**config.mk**
```make
export PLATFORM = sky130hd
export DESIGN_NAME = sport_frame_master
export DESIGN_NICKNAME = d
export VERILOG_FILES = /design/src/rtl/sport_pkg.sv /design/src/rtl/sport_clk_div.sv /design/src/rtl/sport_slot_ctr.sv /design/src/rtl/sport_tx_shift.sv /design/src/rtl/sport_rx_shift.sv /design/src/rtl/sport_frame_master.sv
export SDC_FILE = /design/constraint.sdc
export NUM_CORES = 1
export LEC_CHECK = 0
export CORE_MARGIN = 2
export CORE_UTILIZATION = 50
export DETAILED_ROUTE_END_ITERATION = 8
export PLACE_DENSITY = 0.74
export SYNTH_ARGS = -nofsm -noshare
export SYNTH_HDL_FRONTEND = slang
export SYNTH_HIERARCHICAL = 1
export SYNTH_SLANG_ARGS = --single-unit
```
**constraint.sdc**
```tcl
create_clock -name clk -period 2.4 [get_ports clk]
set_input_delay 0.48 -clock clk [delete_from_list [all_inputs] [get_ports clk]]
set_output_delay 0.48 -clock clk [all_outputs]
set_load 0.005 [all_outputs]
```
**src/rtl/sport_pkg.sv**
```systemverilog
package sport_pkg;

  typedef enum logic {
    FS_LATE  = 1'b0,
    FS_EARLY = 1'b1
  } fs_style_e;

  // System clocks in one bit-clock period
  function automatic int bit_sys_cycles(int div);
    return div;
  endfunction

  // System clocks in one frame
  function automatic int frame_sys_cycles(int div, int slots);
    return div * slots;
  endfunction

  // Divider count at which the bit clock falls
  function automatic int fall_point(int div);
    return div / 2;
  endfunction

  // Slot 0 is the sync slot; data occupies slots 1..word_bits
  function automatic logic is_data_slot(int slot, int word_bits);
    return (slot >= 1) && (slot <= word_bits);
  endfunction

endpackage

```
**src/rtl/sport_clk_div.sv**
```systemverilog
module sport_clk_div #(
  parameter int DIV = 18
) (
  input  logic clk,
  input  logic rst_n,
  output logic rise_evt,
  output logic fall_evt
);
  localparam int CW   = $clog2(DIV);
  localparam int HALF = sport_pkg::fall_point(DIV);

  logic [CW-1:0] cnt;

  assign rise_evt = (cnt == CW'(DIV - 1));
  assign fall_evt = (cnt == CW'(HALF - 1));

  always_ff @(posedge clk or negedge rst_n) begin
    if (!rst_n)        cnt <= '0;
    else if (rise_evt) cnt <= '0;
    else               cnt <= cnt + 1'b1;
  end
endmodule

```
**src/rtl/sport_slot_ctr.sv**
```systemverilog
module sport_slot_ctr #(
  parameter int SLOTS     = 256,
  parameter int WORD_BITS = 16,
  parameter int GATED     = 32,
  localparam int SW       = $clog2(SLOTS)
) (
  input  logic          clk,
  input  logic          rst_n,
  input  logic          rise_evt,
  input  logic          early,
  output logic [SW-1:0] slot,
  output logic          fs_n,
  output logic          frame_start,
  output logic          data_rise,
  output logic          in_data,
  output logic          gate_ok_nxt
);
  localparam logic [SW-1:0] LAST = SW'(SLOTS - 1);

  logic [SW-1:0] slot_nxt;
  logic          nxt_data;
  logic          fs_active_nxt;

  always_comb begin
    slot_nxt      = (slot == LAST) ? '0 : slot + 1'b1;
    nxt_data      = sport_pkg::is_data_slot(int'(slot_nxt), WORD_BITS);
    fs_active_nxt = early ? (slot_nxt == '0) : nxt_data;
  end

  assign frame_start = rise_evt && (slot_nxt == '0);
  assign data_rise   = rise_evt && nxt_data;
  assign in_data     = sport_pkg::is_data_slot(int'(slot), WORD_BITS);
  assign gate_ok_nxt = int'(slot_nxt) < GATED;

  always_ff @(posedge clk or negedge rst_n) begin
    if (!rst_n) begin
      slot <= LAST;
      fs_n <= 1'b1;
    end else if (rise_evt) begin
      slot <= slot_nxt;
      fs_n <= !fs_active_nxt;
    end
  end
endmodule

```
**src/rtl/sport_tx_shift.sv**
```systemverilog
module sport_tx_shift #(
  parameter int W = 16
) (
  input  logic         clk,
  input  logic         rst_n,
  input  logic         load,
  input  logic         shift_evt,
  input  logic         idle_evt,
  input  logic [W-1:0] word_in,
  output logic         sdout
);
  logic [W-1:0] sh;

  always_ff @(posedge clk or negedge rst_n) begin
    if (!rst_n) begin
      sh    <= '0;
      sdout <= 1'b0;
    end else if (load) begin
      sh    <= word_in;
      sdout <= 1'b0;
    end else if (shift_evt) begin
      sdout <= sh[W-1];
      sh    <= {sh[W-2:0], 1'b0};
    end else if (idle_evt) begin
      sdout <= 1'b0;
    end
  end
endmodule

```
**src/rtl/sport_rx_shift.sv**
```systemverilog
module sport_rx_shift #(
  parameter int W = 16
) (
  input  logic         clk,
  input  logic         rst_n,
  input  logic         sample_evt,
  input  logic         last_evt,
  input  logic         sdin,
  output logic [W-1:0] rx_word,
  output logic         rx_valid
);
  logic [W-1:0] sh;

  always_ff @(posedge clk or negedge rst_n) begin
    if (!rst_n) begin
      sh       <= '0;
      rx_word  <= '0;
      rx_valid <= 1'b0;
    end else begin
      rx_valid <= 1'b0;
      if (sample_evt) sh <= {sh[W-2:0], sdin};
      if (last_evt) begin
        rx_word  <= {sh[W-2:0], sdin};
        rx_valid <= 1'b1;
      end
    end
  end
endmodule

```
**src/rtl/sport_frame_master.sv**
```systemverilog
module sport_frame_master #(
  parameter int DIV        = 18,
  parameter int SLOTS      = 256,
  parameter int WORD_BITS  = 16,
  parameter int GATED_CLKS = 32
) (
  input  logic                 clk,
  input  logic                 rst_n,
  input  logic                 type_strap,
  input  logic                 sck_cont,
  input  logic                 sdin,
  input  logic [WORD_BITS-1:0] tx_word,
  output logic                 sclk,
  output logic                 fs_n,
  output logic                 sdout,
  output logic [WORD_BITS-1:0] rx_word,
  output logic                 rx_valid
);
  localparam int SLOT_W = $clog2(SLOTS);

  // Internal events, named for the checker
  logic              rise_evt, fall_evt;
  logic [SLOT_W-1:0] slot;
  logic              frame_start, data_rise, in_data, gate_ok_nxt;
  logic              data_fall, last_fall, idle_rise;
  sport_pkg::fs_style_e early_q;

  // Sync style is captured on every clock while reset is held, then frozen
  always_ff @(posedge clk) begin
    if (!rst_n) early_q <= sport_pkg::fs_style_e'(type_strap);
  end

  sport_clk_div #(.DIV(DIV)) u_div (
    .clk(clk), .rst_n(rst_n), .rise_evt(rise_evt), .fall_evt(fall_evt)
  );

  sport_slot_ctr #(.SLOTS(SLOTS), .WORD_BITS(WORD_BITS), .GATED(GATED_CLKS)) u_slot (
    .clk(clk), .rst_n(rst_n), .rise_evt(rise_evt),
    .early(early_q == sport_pkg::FS_EARLY),
    .slot(slot), .fs_n(fs_n), .frame_start(frame_start),
    .data_rise(data_rise), .in_data(in_data), .gate_ok_nxt(gate_ok_nxt)
  );

  assign data_fall = fall_evt && in_data;
  assign last_fall = data_fall && (slot == SLOT_W'(WORD_BITS));
  assign idle_rise = rise_evt && !data_rise;

  always_ff @(posedge clk or negedge rst_n) begin
    if (!rst_n)        sclk <= 1'b0;
    else if (rise_evt) sclk <= sck_cont || gate_ok_nxt;
    else if (fall_evt) sclk <= 1'b0;
  end

  sport_tx_shift #(.W(WORD_BITS)) u_tx (
    .clk(clk), .rst_n(rst_n), .load(frame_start), .shift_evt(data_rise),
    .idle_evt(idle_rise), .word_in(tx_word), .sdout(sdout)
  );

  sport_rx_shift #(.W(WORD_BITS)) u_rx (
    .clk(clk), .rst_n(rst_n), .sample_evt(data_fall), .last_evt(last_fall),
    .sdin(sdin), .rx_word(rx_word), .rx_valid(rx_valid)
  );
endmodule

```
# Word-level counts from Yosys, hierarchy flattened
# Cells that the tools add are included.
# totals
ff_bits,65
inputBits,21
# op_classes
n_addsub,2
order_cmp,5
n_eq_ne,4
muxes,11
reduce_logical,14
# ops
op,n
2-to-1 mux 16 bit,2
>= comparator 8 x 1 -> 1 bit (second input constant),2
<= comparator 8 x 5 -> 1 bit (second input constant),2
adder 8 x 1 -> 8 bit (second input constant),1
== test 8 x 5 -> 1 bit (second input constant),1
== test 8 bit (second input constant),1
logical NOT 8 bit,1
less-than comparator 8 x 6 -> 1 bit (second input constant),1
2-to-1 mux 8 bit,1
logical AND 1 bit,7
2-to-1 mux 1 bit,7
adder 5 x 1 -> 5 bit (second input constant),1
== test 5 x 4 -> 1 bit (second input constant),1
== test 5 bit (second input constant),1
2-to-1 mux 5 bit,1
nonzero test 2 bit,2
nonzero test 3 bit,1
logical NOT 1 bit,2
logical OR 1 bit,1

# Longest topological paths before layout
# Gate-level depths: netlist (run 1).
# depth
word_depth,10
depth_mapped,11

# By module
# The synthesis (run 1) kept the hierarchy.
# by_module_without_submodules
module,instances,cells_per_inst,area_each_um2,seq_area_each_um2
sport_rx_shift,1,67,1287.5,800.8
sport_tx_shift,1,73,777.0,425.4
sport_slot_ctr,1,72,680.7,236.5
sport_clk_div,1,25,294.0,125.1
sport_frame_master,1,11,115.1,55.1

# Least setup slack after synthesis (run 1)
# Ideal clock, no wire load.
# synth_timing
kind,register to register
from,register u_slot.slot[0]
to,register u_tx.sdout
setup_time_ns,0.074
t_arrival_ns,2.263
slack_ns,0.063
path_stages_with_launch,11
path_buffers,2
period_less_slack_ns,2.337
path_cell_list,dfstp_2 -> ha_1 -> buf_2 -> nand3_2 -> xor2_1 -> a31o_1 -> and3_1 -> o21a_1 -> buf_6 -> or3b_1 -> a21oi_2
# synth_via
elab_chain_len,8
# synth_lines
item,line_no,source
start: declaration,sport_slot_ctr.sv:11,"output logic [SW-1:0] slot,"
start signal: assignment,sport_slot_ctr.sv:40,slot <= slot_nxt;
adder 8 x 1 -> 8 bit or == test 8 bit (tied branches),sport_slot_ctr.sv:25,slot_nxt = (slot == LAST) ? '0 : slot + 1'b1;
2-to-1 mux 8 bit *,sport_slot_ctr.sv:25,
>= comparator 8 x 1 -> 1 bit or <= comparator 8 x 5 -> 1 bit (tied branches),sport_pkg.sv:25,return (slot >= 1) && (slot <= word_bits);
logical AND 1 bit *,sport_pkg.sv:25,
logical AND 1 bit *,sport_slot_ctr.sv:31,assign data_rise = rise_evt && nxt_data;
named net data_rise,sport_frame_master.sv:24,"logic frame_start, data_rise, in_data, gate_ok_nxt;"
logical NOT 1 bit,sport_frame_master.sv:46,assign idle_rise = rise_evt && !data_rise;
logical AND 1 bit,sport_frame_master.sv:46,
nonzero test 3 bit (no line),n/a,
end signal: assignment,sport_tx_shift.sv:22,sdout <= sh[W-1];
end: declaration,sport_tx_shift.sv:10,output logic sdout
# The timed path passes the listed nets; every way through them passes the cells marked *.
# A chain may end at the register's enable or synchronous reset.

# Worst setup path in the final report (run 1)
# layout_timing
from,register u_slot.slot[0]
to,register u_tx.sdout
# layout_via
elab_chain_len,8
# layout_lines
item,line_no,source
adder 8 x 1 -> 8 bit or == test 8 bit (tied branches),sport_slot_ctr.sv:25,
2-to-1 mux 8 bit *,sport_slot_ctr.sv:25,
>= comparator 8 x 1 -> 1 bit or <= comparator 8 x 5 -> 1 bit (tied branches),sport_pkg.sv:25,
logical AND 1 bit *,sport_pkg.sv:25,
logical AND 1 bit *,sport_slot_ctr.sv:31,
named net data_rise,sport_frame_master.sv:24,
logical NOT 1 bit *,sport_frame_master.sv:46,
logical AND 1 bit *,sport_frame_master.sv:46,
named net idle_rise,sport_frame_master.sv:25,"logic data_fall, last_fall, idle_rise;"
nonzero test 3 bit (no line) *,n/a,
# Marked as above.

==> flow_metrics.tcl, run 1 <==
set metrics [dict create \
    path_class "flop to flop" \
    synth_top_area_share_pct 43.6 \
    holdBufCountCts 0 \
    path_cells "buf_4, nand3_2, xor2_2, a31o_1, and3_1, o21a_1, nor2b_1, or3b_1, a21oi_2" \
    dp_slack_ns -0.0538 \
    ys_ff_latch 65 \
    netlist-cell-type-count 50 \
    reg2reg_to "u_tx/sdout$_DFFE_PN0P_" \
    clockBufferDepth 2 \
    gp_congestion 0.875 \
    clock_skew_ns 0.0100 \
    fin_hold_ws_ns 0.0449 \
    nNetsFinal 324 \
    root_buffer "clkbuf_8" \
    dieArea_mm2 0.00696 \
    die_h_um 83.4 \
    via_per_inst 5.33 \
    grt_busiest_layer "met2" \
    synth_top_cell_by_area "dfrtp_1" \
    finalPower_mw 2.10 \
    die_x_um 83.4 \
    reg2reg_depth 9 \
    tightest_slew_ns 0.345 \
    netlist_area_mm2 0.00315 \
    fin_cells 375 \
    met2_usage_pct 23.7 \
    first_global_vias 1944 \
    arrival_ns 2.56 \
    multi_input_area_mm2 0.00139 \
    drtPass1Iterations 4 \
    gr-total-overflow 0 \
    area_growth_pct 22.2 \
    htreeDepth 3 \
    synth_fp_nets 277 \
    synth_flop_cell "dfrtp_1" \
    grt_pass1_wl_um 9070 \
    syn_avg_cell_area_um2 12.7 \
    cts_tree "built" \
    core_area_mm2 0.00603 \
    final_area_mm2 0.00385 \
    fillers 484 \
    slowest_delay_ns 0.60 \
    regArea_mm2 0.00164 \
    synthArstFlopShare_pct 98.5 \
    ant_nets 0 \
    post-dp-hpwl_um 3590 \
    status "finished clean" \
    yosysMostFrequentCell "dfrtp_1" \
    path_clk_slew_ns 0.07 \
    vias 1999 \
    ys_top_cells_by_count "55 x dfrtp_1, 23 x nand2_1, 20 x mux2_4" \
    crit_path_end_kind "flop" \
    path_max_fanout 6 \
    min-delay-path-class "input pin to async pin" \
    grt_usage_pct 16.1 \
    num_rows 28 \
    synth.area.top_cells "dfrtp_1 44%, mux2_4 9.5%, dfstp_2 7.5%" \
    start_util_pct 52.3 \
    final_util_pct 64.0 \
    ir_worst_vdd_v 0.000399 \
    postCtsSetupRepairBufs 0 \
    dp.cells 359 \
    use_met1_pct 22.0 \
    synth_edf_count 1 \
    critPathRequiredTime_ns 2.66 \
    finalHoldViolations 0 \
    setup_ws_ns 0.0986 \
    max_freq_mhz 435 \
    wl_per_cell_um 14.5 \
    grt_max_degree 53 \
    antenna_found_initial 0 \
    min_period_over_period_pct 95.9 \
    ys_seq_area_share_pct 52.1 \
    boundaryPins 41 \
    finalSetupViolCount 0 \
    r2r-start "u_slot/slot[0]$_DFFE_PN1P_" \
    routed_wl_um 5440 \
    maxSlewHeadroom_pct 77.0 \
    clk_latency_ns 0.34 \
    drv_cap 0 \
    fin_crit_ns 2.30 \
    met3_usage_pct 3.08 \
    p_leak_nw 1.60 \
    worst-r2r-setup-slack_ns 0.1 \
    startpoint_type "flop" \
    dpl_cell_area_mm2 0.00361 \
    ys_warn_count 6 \
    cp_slowest_cell "dfstp_2" \
    diodes 0 \
    rsz0062_at_grt "yes" \
    drive_gt1_share_pct 29.0 \
    powerDensity_mw_per_mm2 545 \
    report.final.slew_viol_count 0 \
    clock_sinks 65 \
    placement.io_buffers 40 \
    drc 0 \
    fin_tns_setup_ns 0 \
    cts_buffers 9 \
    drtIter0Drc 112 \
    syn-instance-count 248 \
]
==> sequential cells by signal, summed over array words and instances, names as in the netlist <==
signal and flops:
u_tx/sdout 1, u_tx/sh 16, u_div/cnt 5, u_slot/slot 8
early_q 1, u_rx/rx_word 16, u_rx/rx_valid 1, u_rx/sh 15
u_slot/fs_n 1, sclk 1
==> report_power, final <==
group	internal [mW]	switching (mW)	total (mW)
Sequential	1.10	0.00249	1.11
Combinational	0.0349	0.0275	0.0624
Clock	0.490	0.442	0.932
Total	1.63	0.472	2.10
==> layout make-up <==
class	instances	area share [%]
Sequential cell	65	42.6
Multi-Input combinational cell	162	36.1
Timing Repair Buffer	50	12.9
Inverter	7	0.682
Clock buffer	9	3.21
Clock inverter	7	2.08
Tap cell	75	2.44
==> placed cells by master, fill, tap and decap left out, drive strengths merged, types with 2 or more instances in the layout <==
cell type and n:
nand2 23, clkdlybuf4s50 39, mux2i 15, nand3 7, o31ai 2, clkbuf 9, a31oi 2, nor3 2
ha 8, xor2 3, dfrtp 55, a21oi 5, nor2b 2, nand4 3, clkinv 5, nor4 2
nor2 8, xnor2 4, dfstp 9, mux2 32, and3 3, or3 2, nand2b 3, o21ai 23
buf 11, inv 7
==> worst max-delay path: cells and delay by family (launching register included) <==
family / cells / cell delay, ns
AND/OR/NAND/NOR: 4 / 0.72
flip-flops: 1 / 0.60
AO/OA/AOI/OAI: 3 / 0.52
XOR/XNOR: 1 / 0.22
buffers and inverters: 1 / 0.17
==> worst max-delay path by stage <==
stage	startpoint	end	slack, ns
6_report	u_slot/slot[0]$_DFFE_PN1P_	u_tx/sdout$_DFFE_PN0P_	0.1
4_1_cts	u_slot/slot[0]$_DFFE_PN1P_	u_tx/sdout$_DFFE_PN0P_	0.02
2_1_floorplan	u_slot/slot[0]$_DFFE_PN1P_	u_tx/sdout$_DFFE_PN0P_	0.06
5_1_grt	u_slot/slot[0]$_DFFE_PN1P_	u_tx/sh[8]$_DFFE_PN0P_	-0.003
3_3_place_gp	u_slot/slot[0]$_DFFE_PN1P_	u_tx/sh[11]$_DFFE_PN0P_	0.09
3_5_place_dp	u_slot/slot[0]$_DFFE_PN1P_	u_tx/sdout$_DFFE_PN0P_	-0.05
==> logic make-up after synthesis <==
kind of cell,count (synthesis),share of synthesized area (%)
flip-flops,65,52.1
AND/OR/NAND/NOR,62,11.9
multiplexers,47,18.6
AO/OA/AOI/OAI,38,7.26
buffers and inverters,21,5.12
adder cells (fa/ha/maj),8,3.17
XOR/XNOR,7,1.94
==> timing repair <==
item	in CTS	in global routing
hold endpoints to repair	0	0
gates resized for setup	1	5
setup endpoints to repair	12	16
==> per-layer routing <==
layer	part of all wire (%)	wire length, µm	up-vias
met1	46	2510	959
met4	2.4	133	0
met5	0	0	-
li1	-	-	967
met3	4.6	251	12
met2	47	2540	61
(Power assumes the default switching activity.)
==> run 2, diff against run 1 <==
--- a/config.mk
+++ b/config.mk
@@ -5,6 +5,7 @@
 export SDC_FILE = /design/constraint.sdc
 export NUM_CORES = 1
 export LEC_CHECK = 0
+export ABC_AREA = 1
 export CORE_MARGIN = 2
 export CORE_UTILIZATION = 50
 export DETAILED_ROUTE_END_ITERATION = 8
==> flow_metrics.tcl, run 2 <==
set metrics [dict create \
    status "finished clean" \
    tightest_slew_ns 0.476 \
    wl_met3_um 218 \
    synth_compound_area_share_pct 1.43 \
    fin_crit_ns 2.22 \
    synthMuxAreaShare_pct 0 \
    yosysMostFrequentCell "nand2_1" \
    syn_avg_cell_area_um2 8.43 \
    gr-total-overflow 0 \
    critPathRequiredTime_ns 2.62 \
    cts_tree "built" \
    final_area_mm2 0.00380 \
    mostFrequentLayoutCells "162 x nand2_1, 55 x dfrtp_1, 41 x nand3_1" \
    dp.cells 481 \
    ir_worst_vdd_v 0.000335 \
    finalHoldViolations 0 \
    synth_fa_ha_area_share_pct 3.17 \
    synth_top_family_by_area "simple AND/OR/NAND/NOR gates" \
    netlist_area_mm2 0.00315 \
    powerDensity_mw_per_mm2 530 \
    nNetsFinal 446 \
    dieArea_mm2 0.00696 \
    root_buffer "clkbuf_8" \
    drtIter0Drc 105 \
    cp_common_cell "nand2_2" \
    routed-wl-met2_um 2690 \
    antenna_found_initial 0 \
    grt_pass1_wl_um 10400 \
    vias 2430 \
    cp_num_buf_inv 2 \
    met1_length_um 2730 \
    synth.area.top_cells "dfrtp_1 44%, nand2_1 19%, dfstp_2 7.5%" \
    yosys.area_share.simple_pct 34.9 \
    placement.io_buffers 40 \
    path_clk_slew_ns 0.07 \
    grt_max_degree 48 \
    cp_slowest_cell "dfstp_2" \
    finalSetupViolCount 0 \
    ys_seq_area_share_pct 52.1 \
    path_max_fanout 18 \
    netlist-cell-type-count 30 \
    gp_congestion 0.862 \
    ys_ff_latch 65 \
    arrival_ns 2.44 \
    first_global_vias 2333 \
    synth_top_area_share_pct 43.6 \
    clock_sinks 65 \
    synth_edf_count 1 \
    ys_warn_count 6 \
    clk_latency_ns 0.34 \
    reg_top3 "u_rx/rx_word: 16 flops, u_tx/sh: 16 flops, u_rx/sh: 15 flops" \
    routed_wl_um 5750 \
    start_util_pct 52.3 \
    die_x_um 83.4 \
    cp-startpoint "u_slot/slot[1]$_DFFE_PN1P_" \
    boundaryPins 41 \
    drc 0 \
    dp_slack_ns 0.0715 \
    diodes 0 \
    postCtsSetupRepairBufs 0 \
    synth_xor_area_share_pct 0.833 \
    p_leak_nw 1.78 \
    report.final.slew_viol_count 0 \
    dpl_cell_area_mm2 0.00360 \
    maxSlewHeadroom_pct 68.3 \
    cts_buffers 9 \
    startpoint_type "flop" \
    grt_usage_pct 18.5 \
    htreeDepth 3 \
    max_freq_mhz 451 \
    crit_path_end_kind "flop" \
    cp_top_family "simple AND/OR/NAND/NOR gates" \
    synth_flop_cell "dfrtp_1" \
    area_growth_pct 20.5 \
    clockBufferDepth 2 \
    synth_top_cell_by_area "dfrtp_1" \
    fin_cells 497 \
    min-delay-path-class "input pin to async pin" \
    path_class "flop to flop" \
    core_area_mm2 0.00603 \
    final_common_cell "nand2_1" \
    clock_skew_ns 0.00629 \
    wl_per_cell_um 11.6 \
    drive_gt1_share_pct 14.5 \
    num_rows 28 \
    ant_nets 0 \
    setup_ws_ns 0.184 \
    slowest_delay_ns 0.59 \
    synthArstFlopShare_pct 98.5 \
    post-dp-hpwl_um 4050 \
    syn-instance-count 374 \
    min_period_over_period_pct 92.3 \
    top_layer "met4" \
    path_cells "ha_2, nand2_2, nor2_2, nand2_2, nand2_1, inv_1, nand2_2, nand2_2, nor2_4, nand3_1, nor2_2, buf_12, nor2_8, nand2_1, nand3_1" \
    drtPass1Iterations 4 \
    via_per_inst 4.89 \
    ys_top_cells_by_count "163 x nand2_1, 55 x dfrtp_1, 42 x nand3_1" \
    synth_fp_nets 403 \
    die_h_um 83.4 \
    r2r-start "u_slot/slot[1]$_DFFE_PN1P_" \
    drv_cap 0 \
]
## run 2: final cells by class
type	instances	area, µm²
fill	551	2220
sequential	65	1640
multi-input combinational	270	1290
timing repair buffer	46	490
clock buffer	10	138
inverter	25	104
tap	75	93.8
clock inverter	6	42.5
## run 2: per-layer routing
metal,GRT usage (%),vias up
met5,0,-
met4,9.24,0
met3,3.98,10
met2,29.3,50
met1,24.1,1115
li1,-,1255
## run 2: logic make-up (layout without fill, tap and decap cells)
kind of cell	after synthesis	count (layout)
AOI/OAI and AO/OA	9	9
xor gates and xnor gates	3	3
adders and majority gates	8	8
buffers and inverters	39	87
DFF	65	65
and+or+nand+nor	250	250
## run 2: path summary, 6_finish.rpt
path	to	slack, ns	cells past startpoint
worst max-delay path	u_tx/sh[9]$_DFFE_PN0P_	0.18	15
worst min-delay path	u_rx/rx_word[3]$_DFFE_PN0P_	0.08	1
min in group clk	u_rx/rx_word[15]$_DFFE_PN0P_	0.47	2
max in group asynchronous	u_slot/slot[4]$_DFFE_PN1P_	1.66	2
worst min register to register	u_rx/rx_word[15]$_DFFE_PN0P_	0.47	2
worst max register to register	u_tx/sh[9]$_DFFE_PN0P_	0.18	15
## run 2: per-stage QoR
step / util (%) / setup TNS (ns) / power [mW] / hold slack [ns]
after global routing: 63.1 / -0.133 / 2.10 / 0.102
after global placement: 59.8 / 0 / 1.19 / 0.453
after CTS: 62.8 / 0 / 2.04 / 0.0783
after floorplan: - / 0 / 1.13 / 0.184
final: 63.1 / 0 / 2.01 / 0.0824
after detailed placement: 59.8 / 0 / 1.19 / 0.458
## run 2: timing repair
action                                  in CTS  in global routing
hold buffers                                 0                  0
endpoints found under the setup margin       0                 17
gates resized for setup                      0                  6
## run 2: where the power goes
group / leakage, nW / total (mW) / internal, mW / switching (mW)
combinational: 0.931 / 0.0631 / 0.0347 / 0.0284
sequential: 0.764 / 1.11 / 1.10 / 0.00297
clock: 0.0887 / 0.844 / 0.404 / 0.440
